--- config.mk ---
export PLATFORM = sky130hd
export DESIGN_NAME = preset_counter
export DESIGN_NICKNAME = d
export VERILOG_FILES = /design/src/rtl/pc_pkg.sv /design/src/rtl/pc_rst_sync.sv /design/src/rtl/pc_op_decode.sv /design/src/rtl/pc_count_reg.sv /design/src/rtl/pc_tc_decode.sv /design/src/rtl/preset_counter.sv
export SDC_FILE = /design/constraint.sdc
export NUM_CORES = 1
export LEC_CHECK = 0
export BUFFER_PORTS_ARGS = -buffer_cell sky130_fd_sc_hd__buf_4
export CORE_MARGIN = 2
export CORE_UTILIZATION = 38
export CTS_BUF_LIST = sky130_fd_sc_hd__clkbuf_16
export CTS_CLUSTER_SIZE = 14
export DETAILED_ROUTE_END_ITERATION = 8
export PLACE_DENSITY = 0.74
export SLEW_MARGIN = 25
export SYNTH_ARGS = -nofsm -noshare
export SYNTH_HDL_FRONTEND = slang
export SYNTH_SLANG_ARGS = --single-unit
--- constraint.sdc ---
create_clock -name clk -period 1.65 [get_ports clk]
set_input_delay 0.165 -clock clk [delete_from_list [all_inputs] [get_ports clk]]
set_output_delay 0.165 -clock clk [all_outputs]
set_load 0.05 [all_outputs]
--- src/rtl/pc_pkg.sv ---
package pc_pkg;

    typedef enum logic [1:0] {
        OP_LOAD     = 2'd0,
        OP_HOLD     = 2'd1,
        OP_STEP     = 2'd2,
        OP_WRAPLOAD = 2'd3
    } op_e;

endpackage

--- src/rtl/pc_rst_sync.sv ---
module pc_rst_sync #(
    parameter int STAGES = 2
) (
    input  logic clk,
    input  logic rst_async,
    output logic rst_q
);
    logic [STAGES-1:0] chain;

    generate
        if (STAGES == 1) begin : g_single
            always_ff @(posedge clk or posedge rst_async) begin
                if (rst_async) chain <= '1;
                else           chain <= '0;
            end
        end else begin : g_multi
            always_ff @(posedge clk or posedge rst_async) begin
                if (rst_async) chain <= '1;
                else           chain <= {chain[STAGES-2:0], 1'b0};
            end
        end
    endgenerate

    assign rst_q = chain[STAGES-1];
endmodule

--- src/rtl/pc_op_decode.sv ---
module pc_op_decode
    import pc_pkg::*;
(
    input  logic load_n,
    input  logic cnt_en_n,
    input  logic wrap_reload,
    input  logic at_term,
    output op_e  op
);
    always_comb begin
        if (!load_n)                       op = OP_LOAD;
        else if (cnt_en_n)                 op = OP_HOLD;
        else if (wrap_reload && at_term)   op = OP_WRAPLOAD;
        else                               op = OP_STEP;
    end
endmodule

--- src/rtl/pc_count_reg.sv ---
module pc_count_reg
    import pc_pkg::*;
#(
    parameter int WIDTH = 8
) (
    input  logic             clk,
    input  logic             rst_q,
    input  op_e              op,
    input  logic [WIDTH-1:0] preset,
    output logic [WIDTH-1:0] count
);
    logic [WIDTH-1:0] nxt;

    always_comb begin
        unique case (op)
            OP_LOAD, OP_WRAPLOAD: nxt = preset;
            OP_HOLD:              nxt = count;
            OP_STEP:              nxt = count + WIDTH'(1);
            default:              nxt = count;
        endcase
    end

    always_ff @(posedge clk or posedge rst_q) begin
        if (rst_q) count <= '0;
        else       count <= nxt;
    end
endmodule

--- src/rtl/pc_tc_decode.sv ---
module pc_tc_decode #(
    parameter int WIDTH = 8
) (
    input  logic [WIDTH-1:0] count,
    output logic             at_term,
    output logic             term_n
);
    assign at_term = &count;
    assign term_n  = ~at_term;
endmodule

--- src/rtl/preset_counter.sv ---
module preset_counter
    import pc_pkg::*;
#(
    parameter int WIDTH           = 8,
    parameter int RST_SYNC_STAGES = 2
) (
    input  logic             clk,
    input  logic             rst_async,
    input  logic             load_n,
    input  logic             cnt_en_n,
    input  logic             wrap_reload,
    input  logic [WIDTH-1:0] preset,
    output logic [WIDTH-1:0] count,
    output logic             term_n
);
    logic rst_q;
    logic at_term;
    op_e  op;

    pc_rst_sync #(.STAGES(RST_SYNC_STAGES)) u_rst (
        .clk       (clk),
        .rst_async (rst_async),
        .rst_q     (rst_q)
    );

    pc_op_decode u_dec (
        .load_n      (load_n),
        .cnt_en_n    (cnt_en_n),
        .wrap_reload (wrap_reload),
        .at_term     (at_term),
        .op          (op)
    );

    pc_count_reg #(.WIDTH(WIDTH)) u_cnt (
        .clk    (clk),
        .rst_q  (rst_q),
        .op     (op),
        .preset (preset),
        .count  (count)
    );

    pc_tc_decode #(.WIDTH(WIDTH)) u_tc (
        .count   (count),
        .at_term (at_term),
        .term_n  (term_n)
    );
endmodule

==> flow_metrics.env <==
export IMPL_status="finished, final reports clean"
export IMPL_clkSinkCount=10
export IMPL_drc_errors=0
export IMPL_dpl_cell_area_um2=823
export IMPL_vias=696
export IMPL_nNetsFinal=112
export IMPL_cp_slowest_cell="dfrtp_2"
export IMPL_final_area_um2=912
export IMPL_avgSynthCellArea_um2=8.76
export IMPL_initial_utilization_pct=39.3
export IMPL_worstSetupEndpointType="register"
export IMPL_skew_ns=0.00678
export IMPL_placed_cells=109
export IMPL_cts_tree="done"
export IMPL_yosys_warnings=0
export IMPL_async_flop_share_pct=100
export IMPL_grt_setup_unrepaired="false"
export IMPL_min_delay_start="preset[0]"
export IMPL_path_buf_inv=0
export IMPL_netlist_top_cells_area="dfrtp_1 (30%), dfstp_2 (8.0%), a21oi_1 (5.3%)"
export IMPL_seq_area_frac_synth_pct=38.5
export IMPL_crit_required_ns=1.75
export IMPL_syn_nets=89
export IMPL_synth_area_leader_cell="dfrtp_1"
export IMPL_grt_usage_pct=19.6
export IMPL_period_share_pct=94.6
export IMPL_layout_min_cycle_time_ns=1.56
export IMPL_first_global_vias=610
export IMPL_postCtsResizedCells=0
export IMPL_critPathMaxFanout=6
export IMPL_netlist_area_leader_share_pct=30.5
export IMPL_hold_ws_ns=0.174
export IMPL_hold_depth=3
export IMPL_synth_cell_types=34
export IMPL_post_drt_wl_per_cell_um=15.7
export IMPL_p_leak_nw=0.384
export IMPL_synth_common_cells="dfrtp_1 (8), a21oi_1 (7), nand2_1 (7)"
export IMPL_r2r_end="u_cnt.count[1]$_DFFE_PP0P_"
export IMPL_clk_pin_slew_worst_paths_ns=0.04
export IMPL_hp_class="primary input to register"
export IMPL_instances_no_fill=114
export IMPL_arrival_ns=1.67
export IMPL_cts_root_buffer="clkbuf_16"
export IMPL_hpwl_um=1240
export IMPL_netlist_area_um2=657
export IMPL_power_density_nw_per_um2=1100
export IMPL_die_y_um=45.6
export IMPL_antenna_found_initial=0
export IMPL_report_final_slew_viol_count=0
export IMPL_grt_pass1_wl_um=2870
export IMPL_crit_type="register to register"
export IMPL_drv_cap=0
export IMPL_drt_iter0_drc=24
export IMPL_cp_start_kind="register"
export IMPL_synth_ff_type="dfrtp_1"
export IMPL_num_io_pins=22
export IMPL_drive_gt1_share_pct=37.1
export IMPL_setup_ws_ns=0.0886
export IMPL_worstReg2RegStart="u_cnt.count[0]$_DFFE_PP0P_"
export IMPL_cp_top_family="compound AO/OA/AOI/OAI gates"
export IMPL_core_um2=1670
export IMPL_max_freq_mhz=640
export IMPL_synthCells=75
export IMPL_drt_pre_antenna_iters=4
export IMPL_reg2regPathDepth=5
export IMPL_clock_latency_ns=0.24
export IMPL_area_growth_pct=38.9
export IMPL_finalHoldViolCount=0
export IMPL_cp_cell_sequence="ha_4 -> and3_4 -> a311oi_1 -> o21bai_1 -> a21oi_1"
export IMPL_ant_nets=0
export IMPL_r2r_slack_ns=0.09
export IMPL_numCtsBuffers=3
export IMPL_numPortBuffers=21
export IMPL_yosysMostFrequentCell="dfrtp_1"
export IMPL_setup_viol=0
export IMPL_grt_max_degree=13
export IMPL_drt_total_wl_um=1790
export IMPL_post_cts_repair_setup_buffers=0
export IMPL_vdd_drop_max_v=0.000669
export IMPL_slowest_delay_ns=0.44
export IMPL_overflow=0
export IMPL_die_x_um=45.6
export IMPL_min_to="u_cnt.count[0]$_DFFE_PP0P_"
export IMPL_clock_path_buffers=2
export IMPL_synth_edf_count=0
export IMPL_pre_cts_slack_ns=0.108
export IMPL_htree_levels=1
export IMPL_fp_row_count=15
export IMPL_antenna_cells=0
export IMPL_dieArea_um2=2080
export IMPL_place_gp_congestion=0.850
export IMPL_avgViaCountPerCell=6.11
export IMPL_ys_ff_latch=10
## cell families after synthesis
kind of cell / count (synthesis) / share of synthesized area (%)
compound gates: 22 / 24.0
simple gates: 31 / 25.7
mux: 1 / 1.71
flops: 10 / 38.5
buf+inv: 9 / 7.62
fa+ha+maj: 1 / 1.90
other cells: 1 / 0.571
## cell type report
cell class                 count  area, um^2
multi-input combinational     56         367
fill                         146         758
sequential                    10         259
tap                           17        21.3
clock buffer                   3        75.1
clock inverter                 1        3.75
inverter                       5        18.8
timing repair buffer          22         168
## what timing repair did
action                                  CTS  global route
hold endpoints to repair                  2             0
hold buffers                              1             0
endpoints found under the setup margin    0             0
## registers in the layout, summed over array words and instances, names as in the netlist
signal       flops
u_rst.chain      2
u_cnt.count      8
## per-stage QoR
stage | setup TNS [ns] | utilization [%] | power (mW)
after floorplan | -0.0215 | - | 0.483
after global placement | 0 | 49.3 | 0.565
after detailed placement | 0 | 49.3 | 0.569
after CTS | 0 | 54.6 | 1.01
after global routing | 0 | 54.6 | 1.05
final | 0 | 54.6 | 1.01
## cell usage in the layout (no fill, tap or decap), types with 2 or more instances in the layout
cell,instances
clkbuf_16,3
a31oi_1,3
and3_1,2
nor3_1,2
nand4_1,3
o22ai_1,2
inv_1,5
nand3_1,6
dfrtp_1,3
a32o_1,2
nand2_1,7
dfrtp_2,5
nor2_1,5
buf_4,21
a21oi_1,7
dfstp_2,2
## how the worst max path moves through the flow
stage                          startpoint                    endpoint  cells past startpoint
2_1_floorplan  u_cnt.count[1]$_DFFE_PP0P_  u_cnt.count[6]$_DFFE_PP0P_                      5
3_3_place_gp   u_cnt.count[1]$_DFFE_PP0P_  u_cnt.count[6]$_DFFE_PP0P_                      5
3_5_place_dp   u_cnt.count[1]$_DFFE_PP0P_  u_cnt.count[6]$_DFFE_PP0P_                      5
4_1_cts        u_cnt.count[1]$_DFFE_PP0P_  u_cnt.count[6]$_DFFE_PP0P_                      5
5_1_grt        u_cnt.count[1]$_DFFE_PP0P_  u_cnt.count[7]$_DFFE_PP0P_                      5
6_report       u_cnt.count[0]$_DFFE_PP0P_  u_cnt.count[1]$_DFFE_PP0P_                      5
## worst register-to-register path, delay by kind of cell, from the launching register on
kind / cells / cell delay (ns)
AO/OA/AOI/OAI: 3 / 0.60
adder cells (fa/ha/maj): 1 / 0.19
flip-flops: 1 / 0.44
AND/OR/NAND/NOR: 1 / 0.19
## metal layers
metal | GRT usage, % | vias to the layer above | wire [um]
met5 | 0 | - | 0
met4 | 9.41 | 0 | 21
met3 | 3.97 | 2 | 173
met2 | 29.9 | 39 | 897
met1 | 26.2 | 327 | 698
li1 | - | 328 | -
## power by group
part           switching [mW]  leakage [nW]  internal, mW
combinational           0.156         0.236        0.0972
sequential             0.0424         0.109         0.277
clock                   0.116        0.0385         0.318
total                   0.315         0.384         0.692
Power figures use the tool's default switching activity.
